--- src/rtl/mpc_pkg.sv ---
package mpc_pkg;

    typedef struct packed {
        logic thru;
        logic rec;
        logic play;
    } mode_t;

    typedef enum logic [1:0] {
        ST_IDLE   = 2'd0,
        ST_FRESET = 2'd1,
        ST_RUN    = 2'd2
    } state_t;

    function automatic logic is_reserved(input mode_t m);
        return m.thru & m.play;
    endfunction

endpackage

--- src/rtl/mpc_sync.sv ---
module mpc_sync #(
    parameter int W      = 3,
    parameter int STAGES = 2
) (
    input  logic         clk,
    input  logic         rst_n,
    input  logic [W-1:0] d_i,
    output logic [W-1:0] q_o
);
    logic [STAGES-1:0][W-1:0] stg_q;

    always_ff @(posedge clk or negedge rst_n) begin
        if (!rst_n) stg_q <= '0;
        else        stg_q <= {stg_q[STAGES-2:0], d_i};
    end

    assign q_o = stg_q[STAGES-1];
endmodule

--- src/rtl/mpc_stable.sv ---
module mpc_stable #(
    parameter int W          = 3,
    parameter int STABLE_CYC = 2
) (
    input  logic         clk,
    input  logic         rst_n,
    input  logic [W-1:0] sync_i,
    output logic         acc_vld_o,
    output logic [W-1:0] acc_code_o
);
    localparam int CW  = $clog2(STABLE_CYC + 1);
    localparam int LIM = STABLE_CYC - 2;

    logic [W-1:0]  hold_q;
    logic [CW-1:0] cnt_q;

    always_ff @(posedge clk or negedge rst_n) begin
        if (!rst_n) begin
            hold_q <= '0;
            cnt_q  <= '0;
        end else if (sync_i != hold_q) begin
            hold_q <= sync_i;
            cnt_q  <= '0;
        end else if (cnt_q != CW'(LIM)) begin
            cnt_q  <= cnt_q + 1'b1;
        end
    end

    assign acc_vld_o  = (sync_i == hold_q) && (cnt_q == CW'(LIM));
    assign acc_code_o = hold_q;

    // an accepted code was present on the synchronized input one cycle earlier too
    assert_accept_stable_R7: assert property (@(posedge clk) disable iff (!rst_n)
        acc_vld_o |-> (sync_i == $past(sync_i)));
endmodule

--- src/rtl/mpc_fsm.sv ---
module mpc_fsm
    import mpc_pkg::*;
#(
    parameter int RST_CYC = 4
) (
    input  logic  clk,
    input  logic  rst_n,
    input  logic  acc_vld_i,
    input  mode_t acc_code_i,
    output logic  rec_en_o,
    output logic  play_en_o,
    output logic  thru_en_o,
    output logic  filt_clk_en_o,
    output logic  filt_rst_o,
    output logic  mode_err_o
);
    localparam int CW = $clog2(RST_CYC + 1);

    state_t        state_q, state_d;
    mode_t         mode_q, mode_d;
    logic [CW-1:0] cnt_q, cnt_d;
    logic          take;

    assign take = acc_vld_i && !is_reserved(acc_code_i);

    // state register
    always_ff @(posedge clk or negedge rst_n) begin
        if (!rst_n) begin
            state_q <= ST_IDLE;
            mode_q  <= '0;
            cnt_q   <= '0;
        end else begin
            state_q <= state_d;
            mode_q  <= mode_d;
            cnt_q   <= cnt_d;
        end
    end

    // next state
    always_comb begin
        state_d = state_q;
        mode_d  = mode_q;
        cnt_d   = cnt_q;
        unique case (state_q)
            ST_IDLE: begin
                if (take && (acc_code_i != mode_t'(3'b000))) begin
                    mode_d = acc_code_i;
                    if (acc_code_i.rec) begin
                        state_d = ST_FRESET;
                        cnt_d   = CW'(RST_CYC - 1);
                    end else begin
                        state_d = ST_RUN;
                    end
                end
            end
            ST_FRESET: begin
                if (cnt_q == '0) state_d = ST_RUN;
                else             cnt_d   = cnt_q - 1'b1;
            end
            ST_RUN: begin
                if (take) begin
                    mode_d = acc_code_i;
                    if (acc_code_i == mode_t'(3'b000)) state_d = ST_IDLE;
                end
            end
            default: begin
                state_d = ST_IDLE;
                mode_d  = '0;
            end
        endcase
    end

    // registered outputs, aligned with the state register
    always_ff @(posedge clk or negedge rst_n) begin
        if (!rst_n) begin
            rec_en_o      <= 1'b0;
            play_en_o     <= 1'b0;
            thru_en_o     <= 1'b0;
            filt_clk_en_o <= 1'b0;
            filt_rst_o    <= 1'b0;
            mode_err_o    <= 1'b0;
        end else begin
            rec_en_o      <= mode_d.rec;
            play_en_o     <= mode_d.play;
            thru_en_o     <= mode_d.thru;
            filt_clk_en_o <= mode_d.rec | mode_d.play;
            filt_rst_o    <= (state_d == ST_FRESET);
            if (acc_vld_i) mode_err_o <= is_reserved(acc_code_i);
        end
    end

    // checker state
    logic [1:0]    boot_q;
    logic [CW-1:0] plen_q;

    always_ff @(posedge clk or negedge rst_n) begin
        if (!rst_n) begin
            boot_q <= '0;
            plen_q <= '0;
        end else begin
            if (boot_q != 2'd2) boot_q <= boot_q + 1'b1;
            plen_q <= filt_rst_o ? plen_q + 1'b1 : '0;
        end
    end

    // filter clock gated while idle
    assert_idle_clk_off_R3: assert property (@(posedge clk) disable iff (!rst_n)
        (state_q == ST_IDLE) |-> !filt_clk_en_o);

    // pass-through only keeps the filter clock stopped
    assert_thru_only_clk_off_R3: assert property (@(posedge clk) disable iff (!rst_n)
        (thru_en_o && !rec_en_o && !play_en_o) |-> !filt_clk_en_o);

    // filters are clocked during their reset
    assert_rst_with_clk_R4: assert property (@(posedge clk) disable iff (!rst_n)
        filt_rst_o |-> (filt_clk_en_o && rec_en_o));

    // pulse length
    assert_pulse_len_R4: assert property (@(posedge clk) disable iff (!rst_n)
        $fell(filt_rst_o) |-> (plen_q == CW'(RST_CYC)));

    assert_pulse_bound_R4: assert property (@(posedge clk) disable iff (!rst_n)
        filt_rst_o |-> (plen_q < CW'(RST_CYC)));

    // a reset pulse starts only out of the idle state
    assert_rst_from_idle_R5: assert property (@(posedge clk) disable iff (!rst_n)
        $rose(filt_rst_o) |-> $past(state_q == ST_IDLE));

    // reserved combination never reaches the enables
    assert_no_reserved_R6: assert property (@(posedge clk) disable iff (!rst_n)
        !(thru_en_o && play_en_o));

    // idle held right after reset release
    assert_boot_idle_R8: assert property (@(posedge clk) disable iff (!rst_n)
        (boot_q != 2'd2) |-> !(rec_en_o || play_en_o || thru_en_o));
endmodule

--- src/rtl/mode_power_ctrl.sv ---
module mode_power_ctrl
    import mpc_pkg::*;
#(
    parameter int SYNC_STAGES = 2,
    parameter int STABLE_CYC  = 2,
    parameter int RST_CYC     = 4
) (
    input  logic       clk,
    input  logic       rst_n,
    input  logic [2:0] mode_req_i,
    output logic       rec_en_o,
    output logic       play_en_o,
    output logic       thru_en_o,
    output logic       filt_clk_en_o,
    output logic       filt_rst_o,
    output logic       mode_err_o
);
    localparam int MW = $bits(mode_t);

    logic [MW-1:0] req_sync;
    logic [MW-1:0] acc_code;
    logic          acc_vld;

    mpc_sync #(.W(MW), .STAGES(SYNC_STAGES)) u_sync (
        .clk   (clk),
        .rst_n (rst_n),
        .d_i   (mode_req_i),
        .q_o   (req_sync)
    );

    mpc_stable #(.W(MW), .STABLE_CYC(STABLE_CYC)) u_stable (
        .clk        (clk),
        .rst_n      (rst_n),
        .sync_i     (req_sync),
        .acc_vld_o  (acc_vld),
        .acc_code_o (acc_code)
    );

    mpc_fsm #(.RST_CYC(RST_CYC)) u_fsm (
        .clk           (clk),
        .rst_n         (rst_n),
        .acc_vld_i     (acc_vld),
        .acc_code_i    (mode_t'(acc_code)),
        .rec_en_o      (rec_en_o),
        .play_en_o     (play_en_o),
        .thru_en_o     (thru_en_o),
        .filt_clk_en_o (filt_clk_en_o),
        .filt_rst_o    (filt_rst_o),
        .mode_err_o    (mode_err_o)
    );
endmodule

--- config.mk ---
export PLATFORM = sky130hd
export DESIGN_NAME = mode_power_ctrl
export DESIGN_NICKNAME = d
export VERILOG_FILES = /design/src/rtl/mpc_pkg.sv /design/src/rtl/mpc_sync.sv /design/src/rtl/mpc_stable.sv /design/src/rtl/mpc_fsm.sv /design/src/rtl/mode_power_ctrl.sv
export SDC_FILE = /design/constraint.sdc
export NUM_CORES = 1
export LEC_CHECK = 0
export CORE_MARGIN = 2
export CORE_UTILIZATION = 35
export CTS_CLUSTER_DIAMETER = 50
export DETAILED_ROUTE_END_ITERATION = 10
export PLACE_DENSITY = 0.67
export SLEW_MARGIN = 20
export SYNTH_ARGS = -nofsm -noshare
export SYNTH_HDL_FRONTEND = slang
export SYNTH_SLANG_ARGS = --single-unit
export TNS_END_PERCENT = 50
--- constraint.sdc ---
create_clock -name clk -period 1.6 [get_ports clk]
set_input_delay 0.24 -clock clk [delete_from_list [all_inputs] [get_ports clk]]
set_output_delay 0.24 -clock clk [all_outputs]
set_load 0.02 [all_outputs]
==> metrics.md <==
| Metric | Value |
|---|---|
| Final Power | about 1.9 mW |
| Fin crit share | 1.009 |
| First-pass GRT wire length | 3477 um |
| Clock Sinks | 22 |
| DP Cell Count | approximately 150 |
| Async set-reset flop share out of synthesis | 1.000 |
| # H-tree levels | 1 |
| # setup viols final | 1 |
| Crit Path Category | flop to flop |
| Residual DRC | 0 |
| Die Width | around 59 um |
| Final hold violation count | 0 |
| Antenna Violating Nets Remaining | 0 |
| Sw Pwr | approximately 0.65 mW |
| Reg2reg end | u_fsm.filt_clk_en_o |
| Hold slack final | about 0.27 ns |
| Status | complete, but fails checks |
| Top FF cell, synth | dfrtp_1 |
| Via Count | between 700 and 800 |
| Vias in the first global route | ~800 |
| Switching Share | 0.3478 |
| Total die area | between 3000 and 4000 um2 |
| Fmax | slightly above 600 MHz |
| Root Driver | clkbuf_4 |
| Reg2Reg Launch Point | u_stable.acc_code_o[0] |
| Port buffer count | 10 |
| CTS clk-pin slew, worst paths | around 0.12 ns |
| Clk buf depth | 2 |
| Worst Setup Slack, final | -0.01447 ns |
| TritonCTS clock tree | yes |
| Startpoint Class | flop |
| EDFF count, synth | 0 |
| Via/cell ratio | 4.919 |
| Initial DRC Count | 11 |
| Crit Path Max Fanout | 5 |
| Req. time, crit path | approximately 1.8 ns |
| Largest net degree at the start of global routing | 23 |
| Flop pwr share | 0.421 |
| Worst vdd ir | 0.0004828 V |
| Synth warnings | 0 |
| Clock group share of total power | 0.157 |
| Worst R2R Setup Slack | -0.01 ns |
| WL/cell | approximately 13 um |
| Mapped Area | 1075 um2 |
| Final Non-Filler Cells | 161 |
| Post-CTS Hold Buffers | 0 |
| First-pass iteration count of the detailed router | 4 |
| Area growth syn-to-layout | 31.78% |
| Seq/Total Area, Yosys | 0.5122 |
| Initial Util | 0.3609 |
| Routed wire length | 2051 um |
| Clock Latency Late Sink | around 0.3 ns |
| LEAKAGE | 0.6598 nW |
| Gr ovfl total | 0 |
| Final net count | between 100 and 150 |
| Int Power | 1.225 mW |
| Hpwl dp | ~1500 um |
| Initial antenna violation count | 0 |
| HP Class | input port to asynchronous set/reset pin |
| Final slew viol count | 0 |
| Least-Margin Pin Slew | 0.3327 ns |
| Critical Path Sink Type | flop |
| Cell Pwr Density | ~1300 nW/um2 |
| Pre-CTS setup slack | -0.08865 ns |
| Ant diodes | 0 |
| Failing checks | setup timing |
| Syn_nets | between 100 and 150 |
| RSZ-0062 raised after global routing | yes |
| Comb pwr share | 0.421 |
| Post-Syn Instances | ~100 |
| Register bit total from synthesis | 22 |
| Ports | 11 |
| Critical Path AT | 1.81 ns |
| Reg2reg path depth | 5 |
| Slew Limit Headroom | 0.7759 |
| RD Place Congestion | around 0.80 |
| Rows | 20 |
| Skew final | between 0.006 and 0.007 ns |
| Max_cap viols | 0 |
| CTS buffer count | 3 |
| Post-synthesis area per instance | roughly 11 um2 |
| Chip Height | slightly below 60 um |
| Total GRT Usage | 0.1287 |
| Final min period | around 1.6 ns |
| Layout cells sized above 1 | 0.2969 |
| Cell variety after synth | 39 |
| Core area | about 3000 um2 |
## cell usage in the layout (no fill, tap or decap), drive strengths merged, types with 2 or more instances in the layout
master / Yosys / routed
clkdlybuf4s50: 0 / 9
o21ai: 6 / 6
clkbuf: 5 / 4
a21oi: 3 / 3
dfrtp: 22 / 22
a22o: 2 / 2
buf: 3 / 21
o21a: 3 / 3
nand3: 4 / 4
nand4: 2 / 2
xnor2: 3 / 3
inv: 11 / 11
nor3: 2 / 2
ha: 3 / 3
nand2: 5 / 5
nor2: 8 / 8
## metrics by stage
stage               setup TNS [ns]  cell area [um2]    util
floorplan                        0             1075       -
CTS                       -0.04932             1373  0.4609
finish                    -0.01447             1416  0.4756
global route               -0.3117             1416  0.4756
global placement          -0.04748             1303  0.4374
detailed placement         -0.1345             1303  0.4374
## power groups by stage
| stage | Combinational, mW | Clock, mW | Sequential, mW |
|---|---|---|---|
| 6_report | 0.792 | 0.296 | 0.791 |
| 5_1_grt | 0.858 | 0.342 | 0.812 |
| 4_1_cts | 0.753 | 0.313 | 0.790 |
| 3_5_place_dp | 0.744 | 0 | 0.801 |
| 3_3_place_gp | 0.723 | 0 | 0.796 |
| 2_1_floorplan | 0.380 | 0 | 0.863 |
## area by class of cell
| cell class | instances | area (um2) |
|---|---|---|
| clock buffers | 4 | 36.28 |
| fillers | 266 | 1562 |
| inverters | 12 | 45.04 |
| multi-input cells | 59 | 485.5 |
| flip-flops and latches | 22 | 551.8 |
| well taps | 33 | 41.29 |
| repair buffers | 31 | 256.5 |
## cells in the mapped netlist (all sizes together) (2+ instances only)
library cell / number / area (um2)
dfrtp: 22 / 550.5
o21a: 3 / 23.77
a22o: 2 / 17.52
nand3: 4 / 20.02
clkbuf: 5 / 20.01
nor3: 2 / 10.01
a21oi: 3 / 15.01
inv: 11 / 41.29
xnor2: 3 / 52.56
nand2: 5 / 18.77
o21ai: 6 / 30.03
nor2: 8 / 30.03
nand4: 2 / 12.51
buf: 3 / 21.27
ha: 3 / 37.54
## worst max-delay path, cell delays in order (launching register included)
cell	delay (ns)
dfrtp_2	0.48
and3b_2	0.30
o2111ai_4	0.14
nand2b_4	0.18
a31o_1	0.22
or2_1	0.20
## worst max path at each step
stage | start | endpoint | slack (ns)
final | u_stable.acc_code_o[0] | u_fsm.filt_clk_en_o | -0.01
after global routing | u_stable.cnt_q[0] | u_fsm.filt_clk_en_o | -0.11
after CTS | u_stable.acc_code_o[0] | u_fsm.filt_clk_en_o | -0.02
after detailed placement | u_stable.cnt_q[0] | u_fsm.filt_clk_en_o | -0.09
after global placement | u_stable.cnt_q[0] | u_fsm.filt_clk_en_o | -0.05
after floorplan | u_stable.cnt_q[0] | u_fsm.filt_clk_en_o | 0.04
## timing repair
item,4_1_cts,5_1_grt
pin swaps,2,4
gates resized for setup,5,6
cloned,0,0
buffers inserted,2,2
endpoints found under the setup margin,6,6
## sequential cells by signal, summed over array words and instances, names as in the netlist
name / cells
u_fsm.mode_err_o: 1
u_stable.cnt_q: 2
u_sync.q_o: 3
u_fsm.state_q: 2
u_sync.stg_q: 3
u_fsm.filt_clk_en_o: 1
u_stable.acc_code_o: 3
u_fsm.filt_rst_o: 1
u_fsm.mode_q: 3
u_fsm.cnt_q: 3
## layer usage
metal | global-route usage | vias to the layer above | routed length (um)
li1 | - | 397 | -
met4 | 0.03247 | 0 | 0
met2 | 0.2245 | 10 | 1127
met5 | 0 | - | 0
met1 | 0.1572 | 385 | 875
met3 | 0.03275 | 0 | 48
## logic make-up (layout without fill, tap and decap cells)
group	after synthesis	after routing	synth area share
buffers and inverters	20	47	0.08031
xor gates and xnor gates	4	4	0.05705
DFF	22	22	0.5122
muxes	1	1	0.009314
adders and majority gates	3	3	0.03493
and+or+nand+nor	26	26	0.1327
AOI/OAI and AO/OA	25	25	0.1735
No activity file was read; power rests on OpenSTA's default activity.
